## src/rtl/acu_pkg.sv

```systemverilog
package acu_pkg;
  // Fixed register map, word indices
  localparam int unsigned REG_CMD      = 0;
  localparam int unsigned REG_IRQ_EN   = 1;
  localparam int unsigned REG_IRQ_STAT = 2;
  localparam int unsigned REG_IRQ_ACK  = 3;
  localparam int unsigned REG_EXT_OP   = 4;
  localparam int unsigned REG_EXT_DONE = 5;

  localparam int unsigned IRQ_SRC_N    = 2;
  localparam int unsigned SRC_DONE     = 0;
  localparam int unsigned SRC_EXT      = 1;

  typedef enum logic [1:0] {
    S_IDLE  = 2'd0,
    S_RUN   = 2'd1,
    S_WAIT  = 2'd2,
    S_DRAIN = 2'd3
  } acu_state_e;
endpackage

```

## src/rtl/acu_axil_port.sv

```systemverilog
module acu_axil_port #(
  parameter int ADDR_W = 8,
  parameter int DATA_W = 32,
  localparam int IDX_W  = ADDR_W - 2,
  localparam int STRB_W = DATA_W / 8
) (
  input  logic              clk,
  input  logic              rst,
  input  logic [ADDR_W-1:0] s_awaddr,
  input  logic              s_awvalid,
  output logic              s_awready,
  input  logic [DATA_W-1:0] s_wdata,
  input  logic [STRB_W-1:0] s_wstrb,
  input  logic              s_wvalid,
  output logic              s_wready,
  output logic [1:0]        s_bresp,
  output logic              s_bvalid,
  input  logic              s_bready,
  input  logic [ADDR_W-1:0] s_araddr,
  input  logic              s_arvalid,
  output logic              s_arready,
  output logic [DATA_W-1:0] s_rdata,
  output logic [1:0]        s_rresp,
  output logic              s_rvalid,
  input  logic              s_rready,
  output logic              wr_fire_o,
  output logic [IDX_W-1:0]  wr_idx_o,
  output logic [DATA_W-1:0] wr_data_o,
  output logic              rd_ok_o,
  output logic [IDX_W-1:0]  rd_idx_o,
  input  logic [DATA_W-1:0] rd_data_i
);
  logic aw_rdy_q, ar_rdy_q, bvalid_q, rvalid_q;
  logic [DATA_W-1:0] rdata_q;
  logic wr_hs, rd_hs;

  assign wr_hs = aw_rdy_q & s_awvalid & s_wvalid;
  assign rd_hs = ar_rdy_q & s_arvalid;

  // Write side: address and data accepted together, one at a time
  always_ff @(posedge clk) begin
    if (rst) begin
      aw_rdy_q <= 1'b0;
      bvalid_q <= 1'b0;
    end else begin
      aw_rdy_q <= s_awvalid & s_wvalid & ~aw_rdy_q & ~bvalid_q;
      if (wr_hs)                    bvalid_q <= 1'b1;
      else if (bvalid_q & s_bready) bvalid_q <= 1'b0;
    end
  end

  // Read side
  always_ff @(posedge clk) begin
    if (rst) begin
      ar_rdy_q <= 1'b0;
      rvalid_q <= 1'b0;
      rdata_q  <= '0;
    end else begin
      ar_rdy_q <= s_arvalid & ~ar_rdy_q & ~rvalid_q;
      if (rd_hs) begin
        rvalid_q <= 1'b1;
        rdata_q  <= rd_data_i;
      end else if (rvalid_q & s_rready) begin
        rvalid_q <= 1'b0;
      end
    end
  end

  assign s_awready = aw_rdy_q;
  assign s_wready  = aw_rdy_q;
  assign s_bvalid  = bvalid_q;
  assign s_bresp   = 2'b00;
  assign s_arready = ar_rdy_q;
  assign s_rvalid  = rvalid_q;
  assign s_rdata   = rdata_q;
  assign s_rresp   = 2'b00;

  assign wr_fire_o = wr_hs & (|s_wstrb) & (s_awaddr[1:0] == 2'b00);
  assign wr_idx_o  = s_awaddr[ADDR_W-1:2];
  assign wr_data_o = s_wdata;
  assign rd_ok_o   = (s_araddr[1:0] == 2'b00);
  assign rd_idx_o  = s_araddr[ADDR_W-1:2];


  bresp_hold_chk: assert property (@(posedge clk) disable iff (rst)
    (s_bvalid && !s_bready) |=> s_bvalid);

  one_write_chk: assert property (@(posedge clk) disable iff (rst)
    wr_hs |-> !bvalid_q);

  rdata_hold_chk: assert property (@(posedge clk) disable iff (rst)
    (s_rvalid && !s_rready) |=> (s_rvalid && $stable(s_rdata)));
endmodule

```

## src/rtl/acu_run_seq.sv

```systemverilog
module acu_run_seq
  import acu_pkg::*;
#(
  parameter int OP_W = 8
) (
  input  logic            clk,
  input  logic            rst,
  input  logic            start_cmd_i,
  input  logic            srst_cmd_i,
  input  logic            resume_cmd_i,
  input  logic            core_done_i,
  input  logic            ext_req_i,
  input  logic [OP_W-1:0] ext_opcode_i,
  input  logic            mem_inflight_i,
  output logic            core_start_o,
  output logic            core_resume_o,
  output logic            core_srst_o,
  output logic            done_evt_o,
  output logic            ext_evt_o,
  output logic            active_o,
  output logic [OP_W-1:0] op_o
);
  acu_state_e state_q, state_n;
  logic [OP_W-1:0] op_q;
  logic start_q, resume_q, srst_q;

  always_comb begin
    state_n    = state_q;
    done_evt_o = 1'b0;
    ext_evt_o  = 1'b0;
    unique case (state_q)
      S_IDLE: begin
        if (start_cmd_i && !srst_cmd_i) state_n = S_RUN;
      end
      S_RUN, S_WAIT: begin
        if (srst_cmd_i) begin
          if (mem_inflight_i) begin
            state_n = S_DRAIN;
          end else begin
            state_n    = S_IDLE;
            done_evt_o = 1'b1;
          end
        end else if (state_q == S_RUN) begin
          if (core_done_i) begin
            state_n    = S_IDLE;
            done_evt_o = 1'b1;
          end else if (ext_req_i) begin
            state_n   = S_WAIT;
            ext_evt_o = 1'b1;
          end
        end else if (resume_cmd_i) begin
          state_n = S_RUN;
        end
      end
      S_DRAIN: begin
        if (!mem_inflight_i) begin
          state_n    = S_IDLE;
          done_evt_o = 1'b1;
        end
      end
      default: state_n = S_IDLE;
    endcase
  end

  always_ff @(posedge clk) begin
    if (rst) begin
      state_q  <= S_IDLE;
      op_q     <= '0;
      start_q  <= 1'b0;
      resume_q <= 1'b0;
      srst_q   <= 1'b0;
    end else begin
      state_q  <= state_n;
      start_q  <= (state_q == S_IDLE) & start_cmd_i & ~srst_cmd_i;
      resume_q <= (state_q == S_WAIT) & resume_cmd_i & ~srst_cmd_i;
      srst_q   <= srst_cmd_i | (state_n == S_DRAIN);
      if (ext_evt_o)              op_q <= ext_opcode_i;
      else if (state_n != S_WAIT) op_q <= '0;
    end
  end

  assign core_start_o  = start_q;
  assign core_resume_o = resume_q;
  assign core_srst_o   = srst_q;
  assign active_o      = (state_q != S_IDLE);
  assign op_o          = op_q;


  start_from_idle_chk: assert property (@(posedge clk) disable iff (rst)
    $rose(core_start_o) |-> $past(state_q == S_IDLE));

  srst_hold_chk: assert property (@(posedge clk) disable iff (rst)
    (state_q == S_DRAIN && mem_inflight_i) |=> core_srst_o);

  idle_srst_quiet_chk: assert property (@(posedge clk) disable iff (rst)
    (state_q == S_IDLE) |-> !done_evt_o);

  pending_opcode_chk: assert property (@(posedge clk) disable iff (rst)
    (state_q == S_WAIT) |-> (op_q != '0));

  resume_pulse_chk: assert property (@(posedge clk) disable iff (rst)
    core_resume_o |=> !core_resume_o);
endmodule

```

## src/rtl/acu_irq_regs.sv

```systemverilog
module acu_irq_regs
  import acu_pkg::*;
#(
  parameter int SRC_N = IRQ_SRC_N
) (
  input  logic             clk,
  input  logic             rst,
  input  logic             en_we_i,
  input  logic             ack_we_i,
  input  logic [SRC_N-1:0] wdata_i,
  input  logic [SRC_N-1:0] evt_i,
  output logic [SRC_N-1:0] en_o,
  output logic [SRC_N-1:0] status_o,
  output logic             irq_o
);
  logic [SRC_N-1:0] en_q, status_q, status_n, en_n;
  logic irq_q;

  always_comb begin
    en_n     = en_we_i ? wdata_i : en_q;
    status_n = status_q;
    for (int i = 0; i < SRC_N; i++) begin
      if (evt_i[i])                      status_n[i] = 1'b1;
      else if (ack_we_i && wdata_i[i])   status_n[i] = 1'b0;
    end
  end

  always_ff @(posedge clk) begin
    if (rst) begin
      en_q     <= '0;
      status_q <= '0;
      irq_q    <= 1'b0;
    end else begin
      en_q     <= en_n;
      status_q <= status_n;
      irq_q    <= |(status_n & en_n);
    end
  end

  assign en_o     = en_q;
  assign status_o = status_q;
  assign irq_o    = irq_q;


  irq_cause_chk: assert property (@(posedge clk) disable iff (rst)
    irq_o |-> ((status_q & en_q) != '0));

  ack_clear_chk: assert property (@(posedge clk) disable iff (rst)
    (ack_we_i && wdata_i[SRC_DONE] && !evt_i[SRC_DONE]) |=> !status_q[SRC_DONE]);

  masked_quiet_chk: assert property (@(posedge clk) disable iff (rst)
    (en_q == '0) |-> !irq_o);
endmodule

```

## src/rtl/accel_ctrl_unit.sv

```systemverilog
module accel_ctrl_unit
  import acu_pkg::*;
#(
  parameter int ADDR_W = 8,
  parameter int DATA_W = 32,
  parameter int OP_W   = 8,
  localparam int STRB_W = DATA_W / 8,
  localparam int IDX_W  = ADDR_W - 2
) (
  input  logic              clk,
  input  logic              rst,
  input  logic [ADDR_W-1:0] s_awaddr,
  input  logic              s_awvalid,
  output logic              s_awready,
  input  logic [DATA_W-1:0] s_wdata,
  input  logic [STRB_W-1:0] s_wstrb,
  input  logic              s_wvalid,
  output logic              s_wready,
  output logic [1:0]        s_bresp,
  output logic              s_bvalid,
  input  logic              s_bready,
  input  logic [ADDR_W-1:0] s_araddr,
  input  logic              s_arvalid,
  output logic              s_arready,
  output logic [DATA_W-1:0] s_rdata,
  output logic [1:0]        s_rresp,
  output logic              s_rvalid,
  input  logic              s_rready,
  output logic              core_start,
  output logic              core_resume,
  output logic              core_srst,
  input  logic              core_busy,
  input  logic              core_done,
  input  logic              ext_req,
  input  logic [OP_W-1:0]   ext_opcode,
  input  logic              mem_inflight,
  output logic              irq
);
  logic              wr_fire, rd_ok;
  logic [IDX_W-1:0]  wr_idx, rd_idx;
  logic [DATA_W-1:0] wr_data, rd_data;
  logic              start_cmd, srst_cmd, resume_cmd, en_we, ack_we;
  logic              done_evt, ext_evt, active;
  logic [OP_W-1:0]   op;
  logic [IRQ_SRC_N-1:0] irq_en, irq_stat, evts;
  logic              unused_wdata;

  acu_axil_port #(.ADDR_W(ADDR_W), .DATA_W(DATA_W)) u_port (
    .clk(clk), .rst(rst),
    .s_awaddr(s_awaddr), .s_awvalid(s_awvalid), .s_awready(s_awready),
    .s_wdata(s_wdata), .s_wstrb(s_wstrb), .s_wvalid(s_wvalid), .s_wready(s_wready),
    .s_bresp(s_bresp), .s_bvalid(s_bvalid), .s_bready(s_bready),
    .s_araddr(s_araddr), .s_arvalid(s_arvalid), .s_arready(s_arready),
    .s_rdata(s_rdata), .s_rresp(s_rresp), .s_rvalid(s_rvalid), .s_rready(s_rready),
    .wr_fire_o(wr_fire), .wr_idx_o(wr_idx), .wr_data_o(wr_data),
    .rd_ok_o(rd_ok), .rd_idx_o(rd_idx), .rd_data_i(rd_data)
  );

  // Write decode
  assign start_cmd  = wr_fire & (wr_idx == IDX_W'(REG_CMD)) & wr_data[0];
  assign srst_cmd   = wr_fire & (wr_idx == IDX_W'(REG_CMD)) & wr_data[1];
  assign resume_cmd = wr_fire & (wr_idx == IDX_W'(REG_EXT_DONE)) & wr_data[0];
  assign en_we      = wr_fire & (wr_idx == IDX_W'(REG_IRQ_EN));
  assign ack_we     = wr_fire & (wr_idx == IDX_W'(REG_IRQ_ACK));
  assign unused_wdata = ^wr_data[DATA_W-1:IRQ_SRC_N];

  acu_run_seq #(.OP_W(OP_W)) u_seq (
    .clk(clk), .rst(rst),
    .start_cmd_i(start_cmd), .srst_cmd_i(srst_cmd), .resume_cmd_i(resume_cmd),
    .core_done_i(core_done), .ext_req_i(ext_req), .ext_opcode_i(ext_opcode),
    .mem_inflight_i(mem_inflight),
    .core_start_o(core_start), .core_resume_o(core_resume), .core_srst_o(core_srst),
    .done_evt_o(done_evt), .ext_evt_o(ext_evt), .active_o(active), .op_o(op)
  );

  always_comb begin
    evts           = '0;
    evts[SRC_DONE] = done_evt;
    evts[SRC_EXT]  = ext_evt;
  end

  acu_irq_regs #(.SRC_N(IRQ_SRC_N)) u_irq (
    .clk(clk), .rst(rst),
    .en_we_i(en_we), .ack_we_i(ack_we), .wdata_i(wr_data[IRQ_SRC_N-1:0]),
    .evt_i(evts), .en_o(irq_en), .status_o(irq_stat), .irq_o(irq)
  );

  // Read mux
  always_comb begin
    rd_data = '0;
    if (rd_ok) begin
      if (rd_idx == IDX_W'(REG_CMD))           rd_data = DATA_W'({core_busy, active});
      else if (rd_idx == IDX_W'(REG_IRQ_EN))   rd_data = DATA_W'(irq_en);
      else if (rd_idx == IDX_W'(REG_IRQ_STAT)) rd_data = DATA_W'(irq_stat);
      else if (rd_idx == IDX_W'(REG_EXT_OP))   rd_data = DATA_W'(op);
    end
  end


  srst_ends_run_chk: assert property (@(posedge clk) disable iff (rst)
    (srst_cmd && active && !mem_inflight) |=> (!active && irq_stat[SRC_DONE]));
endmodule

```

## config.mk

```make
export PLATFORM = sky130hd
export DESIGN_NAME = accel_ctrl_unit
export DESIGN_NICKNAME = d
export VERILOG_FILES = /design/src/rtl/acu_pkg.sv /design/src/rtl/acu_axil_port.sv /design/src/rtl/acu_run_seq.sv /design/src/rtl/acu_irq_regs.sv /design/src/rtl/accel_ctrl_unit.sv
export SDC_FILE = /design/constraint.sdc
export NUM_CORES = 1
export LEC_CHECK = 0
export BUFFER_PORTS_ARGS = -buffer_cell sky130_fd_sc_hd__buf_4
export CAP_MARGIN = 20
export CELL_PAD_IN_SITES_DETAIL_PLACEMENT = 0
export CELL_PAD_IN_SITES_GLOBAL_PLACEMENT = 1
export CORE_MARGIN = 2
export CORE_UTILIZATION = 29
export DETAILED_ROUTE_END_ITERATION = 10
export PLACE_DENSITY_LB_ADDON = 0.1
export SETUP_SLACK_MARGIN = 0.3
export SLEW_MARGIN = 5
export SYNTH_ARGS = -nofsm -noshare
export SYNTH_HDL_FRONTEND = slang
export SYNTH_SLANG_ARGS = --single-unit
```

## constraint.sdc

```tcl
create_clock -name clk -period 2.3 [get_ports clk]
set_clock_uncertainty 0.05 [all_clocks]
set_input_delay 0.46 -clock clk [delete_from_list [all_inputs] [get_ports clk]]
set_output_delay 0.46 -clock clk [all_outputs]
set_load 0.01 [all_outputs]
```

Yosys cells after proc, flatten, opt, wreduce, memory -nomap -nowiden. Cells that the tools add are included.

Register bits after elaboration: 54. Input port bits: 71. Output and inout bits: 45. Word-level logic and storage cells: 105.

Eq/ne operators: 11. Mux-type cells: 35. Bitwise logic cells: 30. Reduce and logical (&&, ||, !) cells: 16.

Operator list (count): $mux W8 (7); $and A1 B1 Y1 (23); $mux W2 (9); $mux W1 (17); $eq A6 B1 Y1 const B (2); $eq A6 B2 Y1 const B (2); $eq A6 B3 Y1 const B (2); $logic_not A6 Y1 (2); $reduce_bool A2 Y1 (4); $eq A2 B2 Y1 const B (3); $logic_not A2 Y1 (3); $pmux W2 S3 (1); $not A1 Y1 (5); $reduce_or A2 Y1 (2); $reduce_or A4 Y1 (1); $logic_and A1 B1 Y1 (3); $and A2 B2 Y2 (1); $eq A2 B1 Y1 const B (1); $ne A2 B2 Y1 const B (1); $pmux W1 S2 (1); $logic_not A1 Y1 (1); $or A1 B1 Y1 (1).

Depth between registers and ports, before layout.
Depth in word-level cells: 13. Mapped depth: 7. Mapped depth without buffers: 7.

By module. From an unflattened synthesis, not the netlist that was laid out.

Cell total of the unflattened synthesis: 326. Area, all modules: 2965.3 µm².

By module, submodules not included: acu_axil_port (instances 1, cells each 212, area each 1921.8 µm², sequential area each 720.7 µm²); acu_run_seq (instances 1, cells each 64, area each 648.1 µm², sequential area each 260.2 µm²); accel_ctrl_unit (instances 1, cells each 33, area each 220.2 µm², sequential area each 0.0 µm²); acu_irq_regs (instances 1, cells each 17, area each 175.2 µm², sequential area each 100.1 µm²).

Worst setup path after synthesis. OpenSTA, ideal clock, no wires.

Kind: input to register. Start point: input port s_awaddr[1]. End point: register u_seq.op_q[0] (netlist: u_seq.op_o[0]). Setup time: 0.137 ns. Data arrival time: 1.962 ns. Data required time: 2.113 ns. Slack: 0.151 ns. Cell stages on the path: 5. Path buffers: 0. Cells stage by stage: or3_1 > nor4_1 > a21oi_1 > nor3_2 > o31ai_1.

Longest elaborated chain between the ends: 10. Elaborated cells on any way between the ends: 19. Classes of those cells: eq/ne (1); mux (8); bitwise (6); reduce/logical (4).

Ends and longest elaborated chain: from (decl) (line accel_ctrl_unit.sv:12) `input logic [ADDR_W-1:0] s_awaddr,`; $logic_not A2 Y1 (*) (line acu_axil_port.sv:78) `assign wr_fire_o = wr_hs & (|s_wstrb) & (s_awaddr[1:0] == 2'b00);`; $and A1 B1 Y1 (*) (line acu_axil_port.sv:78); $and A1 B1 Y1, on equally long branches (line accel_ctrl_unit.sv:62, accel_ctrl_unit.sv:60, accel_ctrl_unit.sv:61); $and A1 B1 Y1, on equally long branches (line accel_ctrl_unit.sv:62, accel_ctrl_unit.sv:61); $mux W2 / $logic_not A1 Y1 (equally long branches) (line acu_run_seq.sv:51, acu_run_seq.sv:33); $mux W2 / $logic_and A1 B1 Y1 (equally long branches) (line acu_run_seq.sv:43, acu_run_seq.sv:33); $mux W2, on equally long branches (line acu_run_seq.sv:36, acu_run_seq.sv:33); $pmux W2 S3 (line acu_run_seq.sv:31) `unique case (state_q)`; $ne A2 B2 Y1 (line acu_run_seq.sv:78) `else if (state_n != S_WAIT) op_q <= '0;`; $reduce_bool A2 Y1 (no line); to (signal assigned) (line acu_run_seq.sv:77) `if (ext_evt_o) op_q <= ext_opcode_i;`; to (decl) (line acu_run_seq.sv:24) `logic [OP_W-1:0] op_q;`.

Every way passes the cells marked *; elsewhere a longest branch is shown, timed or not. A chain may end at the register's enable or synchronous reset.

Worst setup path in the final report.
Start point: input port s_awaddr[0]. End point: register u_seq.op_q[6] (netlist: u_seq.op_o[6]).

The elaborated chain is that of the path after synthesis.

==> results by group <==
Outcome
  • Status: finished, final reports clean

GRT
  • Met3 usage: 3.261%
  • Initial antenna violation count: 0
  • Met1 GRT Util: 19.22%
  • Vias in the first global route: 1653
  • Global route overflow: 0
  • Largest net degree at the start of global routing: 18
  • Met2 global-route usage: 25.16%
  • Busiest layer in global routing: met2
  • GRT Total Usage: 15.01%
  • First-pass GRT wire length: 7.755 mm

Final layout
  • Commonest non-fill, non-tap cell in the layout: buf_4
  • Final Util: 44.51%
  • Diode count: 0
  • Layout Nets: 372
  • Fin cells: 373
  • Layout cells sized above 1: 39.60%
  • Area Growth Syn to Fin: 47.69%
  • Most frequent cells in the layout: buf_4, conb_1, dfxtp_1

STA
  • Final Hold Fails: 0
  • Tmin final: 1.936 ns
  • Maximum clock rate: 0.5164 GHz
  • RSZ-0062 raised after global routing: yes
  • Final setup fails: 0
  • Final Max Tran Viols: 0
  • Fin Hold WS: 0.3210 ns
  • Post-route setup TNS: 0 ns
  • Final Cycle Share: 84.19%

Logic synthesis
  • Primary FF master, synth: dfxtp_1
  • Sequential-to-total area share from yosys stat: 33.66%
  • Synthesized cell area: 1784 µm²
  • Post-Synthesis Cells: 216
  • Post-synthesis register bit count: 30
  • Unique masters post-synth: 45
  • Post-synth ARST share: 0%
  • Synth warnings: 0
  • Number of synthesized flops with an enable pin: 0
  • Mean Syn Cell Area: 8.260 µm²

Setup path
  • Crit path buf inv count: 3
  • R2R depth: 8
  • Cells along the critical path: buf_6 > or4b_4 > nor4_4 > buf_4 > nor3b_4 > nor3_4 > buf_6 > o31ai_1
  • Critical Path Slowest Stage Cell: or4b_4
  • Worst Path Required: 2.45 ns
  • Most used cell, CP: buf_6
  • CP Class: in2reg
  • CP arrival: 2.09 ns
  • Delay-heaviest family, CP: simple AND/OR/NAND/NOR gates
  • Crit Path Max Fanout: 5
  • Reg-to-reg critical path endpoint: u_seq.op_o[6]
  • Reg-to-reg setup timing slack: 0.40 ns
  • Critical Path End Type: flop
  • Worst Setup Start Kind: primary input
  • Crit. path cell count: 8
  • Largest stage delay, worst path: 0.54 ns
  • FF-to-FF Start: u_seq.state_q[1]

Power
  • VDD IR max: 0.3119 mV
  • Final Power: 1.124 mW
  • P per Cell Area: 426.5 nW/µm²
  • Static leakage: 1.096 nW

Min path
  • Hold_sp: ext_opcode[2]
  • Hold worst-path end: u_seq.op_o[2]
  • Hold Crit Depth: 3
  • Hold Crit Class: in2reg

Clock tree
  • Skew-Pair Late Insertion Delay: 0.28 ns
  • CTS tree: done
  • Root buffer cell: clkbuf_8
  • CTS Buffer Depth: 2
  • Clock-pin slew on the worst setup and hold paths: 0.07 ns
  • Clock Sink Count: 30
  • CTS buffer count: 5
  • H-tree levels: 2

Route
  • Initial DRC Count: 51
  • DR vias/cell: 4.804
  • Routed WL: 4.905 mm
  • DRT antenna net count: 0
  • DR DRC count: 0
  • Vias: 1792
  • DR pass1 iterations: 4
  • Wirelength per Cell: 13.15 µm

Placed design
  • Dpl hpwl: 3.873 mm
  • IO buf count: 57
  • Placed Cells: 363
  • GPL Wtd Cong: 0.7617

Die
  • Die height: 82.44 µm
  • Standard-cell row count: 28
  • Initial Util: 30.14%
  • Core Area: 5921 µm²
  • Die area: 6796 µm²
  • Die extent in x: 82.44 µm
  • # IOs: 116

Job
  • Max-Cap Viols: 0
[stage by stage]
step / cell area (µm²) / setup slack, ns
6_report: 2635 / 0.3636
5_1_grt: 2635 / 0.2896
2_1_floorplan: 1962 / 0.2481
3_5_place_dp: 2401 / -0.009549
4_1_cts: 2526 / 0.2938
3_3_place_gp: 2401 / -0.07391
[synth_stat cells (2+ instances only)]
library cell,instances,area share [%]
dfxtp_1,30,34
buf_4,29,12
nand2_1,24,5.0
nor2_1,16,3.4
a21oi_1,11,3.1
inv_1,9,1.9
o31ai_1,9,3.8
a22oi_1,8,3.4
nor2b_1,7,2.5
nand2b_1,5,1.8
nor3_1,5,1.4
nor4_1,5,1.8
or3_1,5,1.8
ha_1,4,2.8
a31oi_1,3,1.1
clkbuf_1,3,0.63
nand3_1,3,0.84
nand4b_1,3,1.5
nor4b_1,3,1.5
o2bb2ai_1,3,1.5
o311ai_0,3,1.5
o211ai_1,2,0.84
o21a_1,2,0.84
o22ai_1,2,0.70
o31a_1,2,0.98
[cell families (layout without fill, tap and decap cells)]
group / after synthesis / count (layout) / share of synthesized area, %
other cells: 1 / 28 / 0.2102
flops: 30 / 30 / 33.66
buf+inv: 43 / 98 / 15.22
simple gates: 87 / 87 / 27.70
fa+ha+maj: 4 / 4 / 2.805
compound gates: 51 / 51 / 20.41
[sequential cells by signal, summed over array words and instances (netlist names)]
register	flops
u_port.s_arready	1
u_port.s_awready	1
u_seq.state_q	2
u_port.s_bvalid	1
u_port.s_rdata	8
u_irq.irq_o	1
u_seq.core_resume_o	1
u_seq.core_start_o	1
u_irq.en_o	2
u_irq.status_o	2
u_seq.op_o	8
u_seq.core_srst_o	1
u_port.s_rvalid	1
[metal layers]
layer	share of wire (%)	wire, µm
met5	0	0
met3	5.0	244
met1	46	2236
met4	1.1	54
met2	48	2370
[area by class of cell]
class	count	area [µm²]
clock buffer	6	82.58
fill	630	3286
multi-input combinational	170	1186
timing repair buffer	80	619.3
sequential	30	603.1
tap	75	93.84
inverter	10	37.54
clock inverter	2	12.51
[report_power, final]
part	switching [mW]	internal, mW	total, mW
Sequential	0.00227	0.522	0.524
Clock	0.206	0.240	0.446
Combinational	0.0796	0.0737	0.153
[worst register-to-register path, delay by kind of cell (launching register included)]
kind            cells  cell delay, ns
compound gates      4            0.80
simple gates        1            0.08
buf+inv             2            0.28
fa+ha+maj           1            0.27
flops               1            0.34
[worst max-delay path by stage]
stage / endpoint / start
finish: u_seq.op_o[6] / s_awaddr[0]
global placement: u_irq.irq_o / s_awaddr[1]
CTS: u_seq.op_o[4] / s_awaddr[3]
global route: u_seq.op_o[6] / s_awaddr[3]
floorplan: u_seq.op_o[0] / s_awaddr[1]
detailed placement: u_irq.irq_o / s_awaddr[3]
[timing repair]
| action | CTS | global route |
|---|---|---|
| setup endpoints to repair | 9 | 10 |
| setup buffers | 0 | 2 |
| gates resized for setup | 5 | 21 |
| hold buffers | 0 | 0 |
| pin swaps | 0 | 3 |
(Power assumes the default switching activity.)
